==> config.mk <==
export PLATFORM = sky130hd
export DESIGN_NAME = adc_list_dma
export DESIGN_NICKNAME = d
export VERILOG_FILES = /design/src/rtl/adc_dma_pkg.sv /design/src/rtl/adc_dma_regs.sv /design/src/rtl/adc_dma_trig.sv /design/src/rtl/adc_dma_seq.sv /design/src/rtl/adc_list_dma.sv
export SDC_FILE = /design/constraint.sdc
export NUM_CORES = 1
export LEC_CHECK = 0
export BUFFER_PORTS_ARGS = -buffer_cell sky130_fd_sc_hd__buf_2
export CORE_MARGIN = 8
export CORE_UTILIZATION = 45
export CTS_CLUSTER_DIAMETER = 200
export DETAILED_ROUTE_END_ITERATION = 16
export GPL_TIMING_DRIVEN = 0
export PLACE_DENSITY = 0.69
export RECOVER_POWER = 100
export SYNTH_ARGS = -nofsm -noshare
export SYNTH_HDL_FRONTEND = slang
export SYNTH_HIERARCHICAL = 1
export SYNTH_SLANG_ARGS = --single-unit
==> constraint.sdc <==
create_clock -name clk_i -period 3.1 [get_ports clk_i]
set_input_delay 0.155 -clock clk_i [delete_from_list [all_inputs] [get_ports clk_i]]
set_output_delay 0.155 -clock clk_i [all_outputs]
set_load 0.02 [all_outputs]
==> src/rtl/adc_dma_pkg.sv <==
package adc_dma_pkg;
  localparam int ADDR_W   = 24;
  localparam int BYTE_W   = 8;
  localparam int CHAN_W   = 4;
  localparam int SAMPLE_W = 12;
  localparam int RES_W    = CHAN_W + SAMPLE_W;
  localparam int PTR_BYTES = ADDR_W / BYTE_W;
  localparam int SEL_W    = 2;
  localparam int ENTRY_STRIDE = 2;
  localparam logic [CHAN_W-1:0] STOP_CHAN = '1;

  // control register bits
  localparam int CTRL_EN   = 0;
  localparam int CTRL_TMR  = 1;
  localparam int CTRL_EXT  = 2;
  localparam int CTRL_SHOT = 3;

  localparam logic [SEL_W-1:0] SEL_CTRL = 2'd3;

  typedef enum logic [3:0] {
    S_IDLE, S_RD_CUR, S_RD_NXT, S_EVAL, S_WAIT_TRIG,
    S_CONV, S_WR_HI, S_WR_LO, S_DONE
  } seq_state_e;
endpackage

==> src/rtl/adc_dma_regs.sv <==
module adc_dma_regs
  import adc_dma_pkg::*;
(
  input  logic              clk_i,
  input  logic              rst_ni,
  input  logic              we_i,
  input  logic [SEL_W-1:0]  sel_i,
  input  logic [BYTE_W-1:0] wdata_i,
  output logic [ADDR_W-1:0] base_o,
  output logic              ctrl_wr_o,
  output logic              en_set_o,
  output logic              en_clr_o,
  output logic              shot_o,
  output logic              tmr_en_o,
  output logic              ext_en_o
);
  logic [BYTE_W-1:0] stage_q [PTR_BYTES-1];
  logic [ADDR_W-1:0] base_q;
  logic              tmr_en_q, ext_en_q;

  // lower pointer bytes staged; page byte commits the full pointer
  for (genvar b = 0; b < PTR_BYTES - 1; b++) begin : g_stage
    always_ff @(posedge clk_i or negedge rst_ni) begin
      if (!rst_ni) stage_q[b] <= '0;
      else if (we_i && sel_i == SEL_W'(b)) stage_q[b] <= wdata_i;
    end
  end

  logic [ADDR_W-1:0] base_d;
  always_comb begin
    base_d = '0;
    base_d[ADDR_W-1 -: BYTE_W] = wdata_i;
    for (int b = 0; b < PTR_BYTES - 1; b++) base_d[b*BYTE_W +: BYTE_W] = stage_q[b];
  end

  always_ff @(posedge clk_i or negedge rst_ni) begin
    if (!rst_ni) begin
      base_q   <= '0;
      tmr_en_q <= 1'b0;
      ext_en_q <= 1'b0;
    end else if (we_i) begin
      if (sel_i == SEL_W'(PTR_BYTES - 1)) base_q <= base_d;
      if (sel_i == SEL_CTRL) begin
        tmr_en_q <= wdata_i[CTRL_TMR];
        ext_en_q <= wdata_i[CTRL_EXT];
      end
    end
  end

  assign ctrl_wr_o = we_i && (sel_i == SEL_CTRL);
  assign en_set_o  = ctrl_wr_o && wdata_i[CTRL_EN];
  assign en_clr_o  = ctrl_wr_o && !wdata_i[CTRL_EN];
  assign shot_o    = ctrl_wr_o && wdata_i[CTRL_SHOT];
  assign base_o    = base_q;
  assign tmr_en_o  = tmr_en_q;
  assign ext_en_o  = ext_en_q;
endmodule

==> src/rtl/adc_dma_trig.sv <==
module adc_dma_trig #(
  parameter int SYNC_STAGES = 2
) (
  input  logic clk_i,
  input  logic rst_ni,
  input  logic shot_i,
  input  logic tmr_tick_i,
  input  logic tmr_en_i,
  input  logic ext_i,
  input  logic ext_en_i,
  output logic trig_o
);
  localparam int SH_W = SYNC_STAGES + 1;
  logic [SH_W-1:0] ext_sh_q;

  always_ff @(posedge clk_i or negedge rst_ni) begin
    if (!rst_ni) ext_sh_q <= '0;
    else         ext_sh_q <= {ext_sh_q[SH_W-2:0], ext_i};
  end

  logic ext_rise;
  assign ext_rise = ext_sh_q[SH_W-2] && !ext_sh_q[SH_W-1];
  assign trig_o   = shot_i || (tmr_en_i && tmr_tick_i) || (ext_en_i && ext_rise);
endmodule

==> src/rtl/adc_dma_seq.sv <==
module adc_dma_seq
  import adc_dma_pkg::*;
(
  input  logic                clk_i,
  input  logic                rst_ni,
  input  logic [ADDR_W-1:0]   base_i,
  input  logic                ctrl_wr_i,
  input  logic                en_set_i,
  input  logic                en_clr_i,
  input  logic                trig_i,
  input  logic [CHAN_W-1:0]   rd_chan_i,
  input  logic                conv_done_i,
  input  logic [SAMPLE_W-1:0] conv_data_i,
  output logic                mem_req_o,
  output logic                mem_we_o,
  output logic [ADDR_W-1:0]   mem_addr_o,
  output logic [BYTE_W-1:0]   mem_wdata_o,
  output logic                conv_start_o,
  output logic [CHAN_W-1:0]   conv_chan_o,
  output logic                busy_o,
  output logic                irq_o
);
  seq_state_e st_q, st_d;
  logic [ADDR_W-1:0]   ptr_q;
  logic [CHAN_W-1:0]   cur_q;
  logic [SAMPLE_W-1:0] res_q;
  logic                irq_q, start_q;
  logic                idle_like, stop_hit;
  logic [RES_W-1:0]    word;

  assign idle_like = (st_q == S_IDLE) || (st_q == S_DONE);
  assign stop_hit  = (cur_q == STOP_CHAN) || (rd_chan_i == STOP_CHAN);

  always_comb begin
    st_d = st_q;
    unique case (st_q)
      S_IDLE:      if (en_set_i) st_d = S_RD_CUR;
      S_RD_CUR:    st_d = S_RD_NXT;
      S_RD_NXT:    st_d = S_EVAL;
      S_EVAL:      st_d = stop_hit ? S_DONE : S_WAIT_TRIG;
      S_WAIT_TRIG: if (trig_i) st_d = S_CONV;
      S_CONV:      if (conv_done_i) st_d = S_WR_HI;
      S_WR_HI:     st_d = S_WR_LO;
      S_WR_LO:     st_d = S_RD_CUR;
      S_DONE:      if (en_set_i) st_d = S_RD_CUR;
      default:     st_d = S_IDLE;
    endcase
    if (en_clr_i) st_d = S_IDLE;
  end

  always_ff @(posedge clk_i or negedge rst_ni) begin
    if (!rst_ni) begin
      st_q    <= S_IDLE;
      ptr_q   <= '0;
      cur_q   <= '0;
      res_q   <= '0;
      irq_q   <= 1'b0;
      start_q <= 1'b0;
    end else begin
      st_q    <= st_d;
      start_q <= (st_q == S_WAIT_TRIG) && trig_i && !en_clr_i;
      if (idle_like && en_set_i)       ptr_q <= base_i;
      else if (st_q == S_WR_LO)        ptr_q <= ptr_q + ADDR_W'(ENTRY_STRIDE);
      if (st_q == S_RD_NXT)            cur_q <= rd_chan_i;
      if (st_q == S_CONV && conv_done_i) res_q <= conv_data_i;
      if (ctrl_wr_i)                   irq_q <= 1'b0;
      if (st_q == S_EVAL && stop_hit && !en_clr_i) irq_q <= 1'b1;
    end
  end

  assign word = {cur_q, res_q};

  always_comb begin
    mem_req_o   = 1'b0;
    mem_we_o    = 1'b0;
    mem_addr_o  = ptr_q;
    mem_wdata_o = '0;
    unique case (st_q)
      S_RD_CUR: mem_req_o = 1'b1;
      S_RD_NXT: begin
        mem_req_o  = 1'b1;
        mem_addr_o = ptr_q + ADDR_W'(ENTRY_STRIDE);
      end
      S_WR_HI: begin
        mem_req_o   = 1'b1;
        mem_we_o    = 1'b1;
        mem_wdata_o = word[RES_W-1 -: BYTE_W];
      end
      S_WR_LO: begin
        mem_req_o   = 1'b1;
        mem_we_o    = 1'b1;
        mem_addr_o  = ptr_q + ADDR_W'(1);
        mem_wdata_o = word[BYTE_W-1:0];
      end
      default: ;
    endcase
  end

  assign conv_start_o = start_q;
  assign conv_chan_o  = cur_q;
  assign busy_o       = !idle_like;
  assign irq_o        = irq_q;
endmodule

==> src/rtl/adc_list_dma.sv <==
module adc_list_dma
  import adc_dma_pkg::*;
#(
  parameter int SYNC_STAGES = 2
) (
  input  logic                clk_i,
  input  logic                rst_ni,
  input  logic                reg_we_i,
  input  logic [SEL_W-1:0]    reg_sel_i,
  input  logic [BYTE_W-1:0]   reg_wdata_i,
  input  logic                timer_tick_i,
  input  logic                ext_trig_i,
  output logic                mem_req_o,
  output logic                mem_we_o,
  output logic [ADDR_W-1:0]   mem_addr_o,
  output logic [BYTE_W-1:0]   mem_wdata_o,
  input  logic [BYTE_W-1:0]   mem_rdata_i,
  output logic                conv_start_o,
  output logic [CHAN_W-1:0]   conv_chan_o,
  input  logic                conv_done_i,
  input  logic [SAMPLE_W-1:0] conv_data_i,
  output logic                busy_o,
  output logic                irq_o
);
  logic [ADDR_W-1:0] base;
  logic ctrl_wr, en_set, en_clr, shot, tmr_en, ext_en, trig;
  logic unused_rd_low;

  assign unused_rd_low = ^mem_rdata_i[BYTE_W-CHAN_W-1:0];

  adc_dma_regs i_regs (
    .clk_i, .rst_ni,
    .we_i(reg_we_i), .sel_i(reg_sel_i), .wdata_i(reg_wdata_i),
    .base_o(base), .ctrl_wr_o(ctrl_wr), .en_set_o(en_set), .en_clr_o(en_clr),
    .shot_o(shot), .tmr_en_o(tmr_en), .ext_en_o(ext_en)
  );

  adc_dma_trig #(.SYNC_STAGES(SYNC_STAGES)) i_trig (
    .clk_i, .rst_ni,
    .shot_i(shot), .tmr_tick_i(timer_tick_i), .tmr_en_i(tmr_en),
    .ext_i(ext_trig_i), .ext_en_i(ext_en), .trig_o(trig)
  );

  adc_dma_seq i_seq (
    .clk_i, .rst_ni,
    .base_i(base), .ctrl_wr_i(ctrl_wr), .en_set_i(en_set), .en_clr_i(en_clr),
    .trig_i(trig), .rd_chan_i(mem_rdata_i[BYTE_W-1 -: CHAN_W]),
    .conv_done_i, .conv_data_i,
    .mem_req_o, .mem_we_o, .mem_addr_o, .mem_wdata_o,
    .conv_start_o, .conv_chan_o, .busy_o, .irq_o
  );
endmodule

# Word level (Yosys, flattened, before mapping)
# Index checks and enable logic that the tools add are counted.
word_totals:
  ff_bits: 91
  word_cells: 77
  out_inout_bits: 41
classes:
  n_addsub: 2
  n_eq_ne: 16
  n_reduce_logical: 33
  mux: 14
ops:
  columns: ["cell", "count"]
  rows:
  - ["2-to-1 mux 24 bit", 2]
  - ["one-hot mux 24 bit (2 select lines)", 1]
  - ["one-hot mux 4 bit (8 select lines)", 1]
  - ["adder 24 x 1 -> 24 bit (second input constant)", 1]
  - ["adder 24 x 2 -> 24 bit (second input constant)", 1]
  - ["2-to-1 mux 4 bit", 5]
  - ["equality test 4 x 3 -> 1 bit (second input constant)", 4]
  - ["one-hot mux 8 bit (2 select lines)", 1]
  - ["logical AND 1 bit", 15]
  - ["equality test 4 bit (second input constant)", 3]
  - ["equality test 4 x 2 -> 1 bit (second input constant)", 2]
  - ["!= test 3 x 1 -> 1 bit (second input constant)", 2]
  - ["equality test 2 bit (second input constant)", 2]
  - ["equality test 4 x 1 -> 1 bit (second input constant)", 1]
  - ["zero test 1 bit", 4]
  - ["zero test 4 bit", 1]
  - ["logical OR 1 bit", 4]
  - ["2-to-1 mux 1 bit", 4]
  - ["AND reduction 2 bit", 2]
  - ["nonzero test 2 bit", 2]
  - ["OR reduction 2 bit", 2]
  - ["OR reduction 4 bit", 1]
  - ["!= test 3 x 2 -> 1 bit (second input constant)", 1]
  - ["AND reduction 3 bit", 1]
  - ["2 further kinds", 2]

# Logic depth before layout (Yosys ltp)
logic_depth:
  depth_word: 8
  mapped_depth: 9
  mapped_depth_nobuf: 9

# Cells and area by module
# The synthesis kept the hierarchy.
modules_own_cells:
  columns: ["module", "area_per_inst_um2", "cells_each", "seq_area_each_um2", "n_inst"]
  rows:
  - ["adc_dma_seq", 3021.6, 326, 1151.1, 1]
  - ["adc_dma_regs", 1614.0, 94, 1051.0, 1]
  - ["adc_dma_trig", 92.6, 6, 75.1, 1]

# Least setup slack after synthesis
# OpenSTA, ideal clock, no wires.
synth_timing:
  path_kind: "reg2out"
  start: "register i_seq.st_q[2]"
  end: "output mem_addr_o[20]"
  slack_ns: 1.022
  t_required_ns: 2.945
  arrival_time_ns: 1.923
  path_stages_with_launch: 7
  cell_sequence: "dfrtp_1 -> buf_2 -> nor4b_4 -> a22oi_4 -> nor4_4 -> a21oi_1 -> a31oi_1"
synth_via:
  elab_chain_cells: 2
  elab_cells_between_ends: 3
synth_lines:
  columns: ["element", "line_no", "text"]
  rows:
  - ["start: declaration", "adc_dma_seq.sv:23", "seq_state_e st_q, st_d;"]
  - ["start signal: assignment", "adc_dma_seq.sv:60", "st_q <= st_d;"]
  - ["equality test 4 x 3 -> 1 bit / equality test 4 x 2 -> 1 bit (equally long branches)", "adc_dma_seq.sv:78", "unique case (st_q)"]
  - ["one-hot mux 24 bit (2 select lines) *", "adc_dma_seq.sv:78", null]
  - ["end: declaration", "adc_list_dma.sv:15", "output logic [ADDR_W-1:0] mem_addr_o,"]
# Every way passes the cells marked *; elsewhere a longest branch is shown, timed or not.

# Final worst setup path
layout_timing:
  start: "register i_seq.st_q[0]"
  end: "output mem_addr_o[20]"
# The elaborated chain is that of the path after synthesis.

==> out/results.ini <==
[floorplanning]
die-area_um2=14040
die_y_um=118.5
initial_core_util_pct=46.01
num_rows=37
io_pins=77
core-area_um2=10280
die_w_um=118.5

[timing]
finalSetupViolations=0
worst_slew_pin_slew_ns=1.625
timing.hold.ws_ns=0.01960
fin_ws_ns=0.1987
rsz0062_at_grt=false
max-slew-margin-rel_pct=-8.319
finalMaxSlewViolations=30
hold_viol_final=0
finalCritPeriodShare_pct=93.59
final.setup.tns_ns=0
period_needed_ns=2.901
finClkSkew_ns=0.01267
fmax_ghz=0.3447

[hold_path]
hold_class=primary input to flip-flop
hp-start=mem_rdata_i[6]
hold_path_depth=3
worst_hold_path.endpoint=i_seq/conv_chan_o[2]$_DFFE_PN0P_

[outcome]
violations=max-capacitance violations, max-slew violations
status=finished with violations

[global_route]
grt_usage_pct=17.08
grt_pass1_wl_um=19510
grt_start_max_net_pins=64
use_met1_pct=22.02
grt_pass1_vias=3719
grtUsageMet2_pct=27.50
antenna_found_initial=0
grt.overflow.total=0
globalRouteMet3Util_pct=4.474
top_usage_layer=met2

[yosys]
synth.largest_area_cell=dfrtp_1
synth_area_leaders=dfrtp_1 48%, mux2_2 13%, nand2_1 3.7%, a221o_1 2.8%, xnor2_1 2.6%
syn_area_per_cell_um2=11.10
synth_seq_area_share_pct=48.16
synth_edf_count=0
synth_top_area_share_pct=48.16
synthesis.nets=464
synthArstFlopShare_pct=100.0
yosys_register_bits=91
synthFlopType=dfrtp_1
ys_types=62
syn_inst=426
yosysWarnings=6
syn_area_um2=4728

[clock_tree]
clock_path_buffers=2
clkTransAtPathRegs_ns=0.09
clock_sinks=91
htree_levels=3
cts_buffers=9
clockRootBuffer=clkbuf_8
insertion_delay_ns=0.36
cts_tree=yes

[setup_path]
criticalPathCategory=flip-flop to output port
reg2reg_slack_ns=0.48
worst-path-max-fanout=10
crit_path_end_kind=output port
rr_worst_depth=7
worst_ep_arrival_time_ns=2.75
crit_required_ns=2.94
cp-start-kind=flip-flop
r2r_end=i_seq/ptr_q[8]$_DFFE_PN0P_
r2r_start=i_seq/st_q[3]$_DFFE_PN0P_

[routing]
num_vias=3765
viasPerCell=5.739
wl_per_cell_um=18.30
ant_nets=0
drt-initial-drc-count=308
drc=0
routed_wirelength_um=12010
drt_pass1_iterations=5

[layout]
seqCellArea_um2=2277
nets=553
fillerInstances=987
insertedDiodeCount=0
multi_input_area_um2=2258
final_core_util_pct=52.57
drive_gt1_share_pct=25.38
syn_to_final_growth_pct=14.26

[placement]
place_hpwl_um=8831
pre_cts_ws_ns=0.6210
port_buffers=72
place_congestion=0.8764

[pwr]
ir_worst_vdd_mv=0.3448
p_per_area_nw_per_um2=821.7
power_leakage_nw=2.313
p_total_mw=4.439

[flow_run]
maxCapViolations=1

[power by group]
group | total [mW] | leakage (nW) | switching [mW] | internal, mW
Combinational | 1.73 | 1.11 | 1.04 | 0.690
Clock | 0.766 | 0.0815 | 0.447 | 0.319
Sequential | 1.95 | 1.12 | 0.360 | 1.59
Total | 4.44 | 2.31 | 1.84 | 2.60
[routing by layer]
metal  up-vias  part of all wire, %
met1      1869                   43
li1       1754                    -
met3        13                  7.2
met2       129                   49
met4         0                  1.3
met5         -                    0
[cell usage in the layout, fill, tap and decap left out, types with 4 or more instances in the layout]
cell type / synthesis / routed
inv_1: 4 / 4
a21oi_1: 6 / 6
xnor2_1: 14 / 14
nand2b_1: 4 / 4
mux2_2: 53 / 52
and2_1: 5 / 4
a22oi_1: 5 / 6
a221o_1: 13 / 13
dlygate4sd3_1: 0 / 5
nor2_1: 22 / 22
o21ai_0: 19 / 19
xor2_1: 8 / 8
clkinvlp_4: 0 / 4
clkbuf_2: 0 / 6
nand4_1: 8 / 9
and3_1: 5 / 5
and4_1: 4 / 4
o311ai_0: 3 / 6
clkbuf_1: 7 / 46
nor4_1: 4 / 4
nor3b_1: 4 / 5
dfrtp_1: 91 / 91
nand2_1: 47 / 48
clkbuf_8: 0 / 10
nor3_1: 9 / 9
a22o_1: 8 / 8
nand3_1: 12 / 12
buf_2: 16 / 45
[critical path, cell delays in order (launching register included)]
cell and delay [ns]:
dfrtp_1 0.43, clkbuf_1 0.35, and4b_1 0.41, a22oi_1 0.29
nor4_4 0.41, a21oi_1 0.11, a31oi_1 0.19, clkbuf_2 0.21
[cells in the mapped netlist (3+ instances only)]
library cell	n
o21ai_0	19
and4_1	4
and2_1	5
or4_1	3
nand4_1	8
nor3_1	9
buf_2	16
inv_1	4
dfrtp_1	91
nor4_1	4
a221o_1	13
nor3_2	3
a21oi_1	6
o311ai_1	5
nor2_1	22
a22oi_1	5
clkbuf_1	7
xnor2_1	14
and3_1	5
o311ai_0	3
a22o_1	8
xor2_1	8
nor3b_1	4
nand3_1	12
mux2_2	53
nand2b_1	4
nand2_1	47
[cells by family after synthesis]
group	after synthesis	share of synthesized area [%]
AO/OA/AOI/OAI	77	12.54
AND/OR/NAND/NOR	150	18.71
buffers and inverters	30	3.122
XOR/XNOR	22	4.075
multiplexers	54	12.86
flip-flops	91	48.16
adder cells (fa/ha/maj)	2	0.5292
[through the flow]
stage	cell area [µm²]	instances
2_1_floorplan	4728	426
3_3_place_gp	5259	634
3_5_place_dp	5289	635
4_1_cts	5524	656
5_1_grt	5403	656
6_report	5403	656
[what timing repair did]
action | in CTS | in global routing
hold buffers | 5 | 0
resized for setup | 0 | 1
endpoints found under the hold margin | 32 | 0
buffers inserted | 0 | 0
endpoints found under the setup margin | 0 | 1
[sequential cells by signal (all words and copies together), names as in the netlist]
signal,count
i_regs/base_d,16
i_regs/base_o,24
i_regs/ext_en_o,1
i_regs/tmr_en_o,1
i_seq/conv_chan_o,4
i_seq/conv_start_o,1
i_seq/irq_o,1
i_seq/ptr_q,24
i_seq/res_q,12
i_seq/st_q,4
i_trig/ext_sh_q,3
[how the worst max path moves through the flow]
stage | startpoint | end | cells after the start
4_1_cts | i_seq/ptr_q[1]$_DFFE_PN0P_ | mem_addr_o[23] | 7
5_1_grt | i_seq/ptr_q[1]$_DFFE_PN0P_ | mem_addr_o[23] | 7
3_5_place_dp | i_seq/ptr_q[1]$_DFFE_PN0P_ | mem_addr_o[23] | 7
6_report | i_seq/st_q[0]$_DFFE_PN0P_ | mem_addr_o[20] | 7
2_1_floorplan | i_seq/st_q[2]$_DFFE_PN0P_ | mem_addr_o[20] | 6
3_3_place_gp | i_seq/ptr_q[1]$_DFFE_PN0P_ | mem_addr_o[23] | 7
[cell type report]
cell class,count,share of cell area [%]
plain buffers,26,2.177
multi-input cells,305,41.80
clock inverters,6,0.8800
repair buffers,78,7.017
well taps,136,3.150
inverters,4,0.2779
flip-flops and latches,91,42.15
clock buffers,10,2.547
No activity file was read; power rests on OpenSTA's default activity.
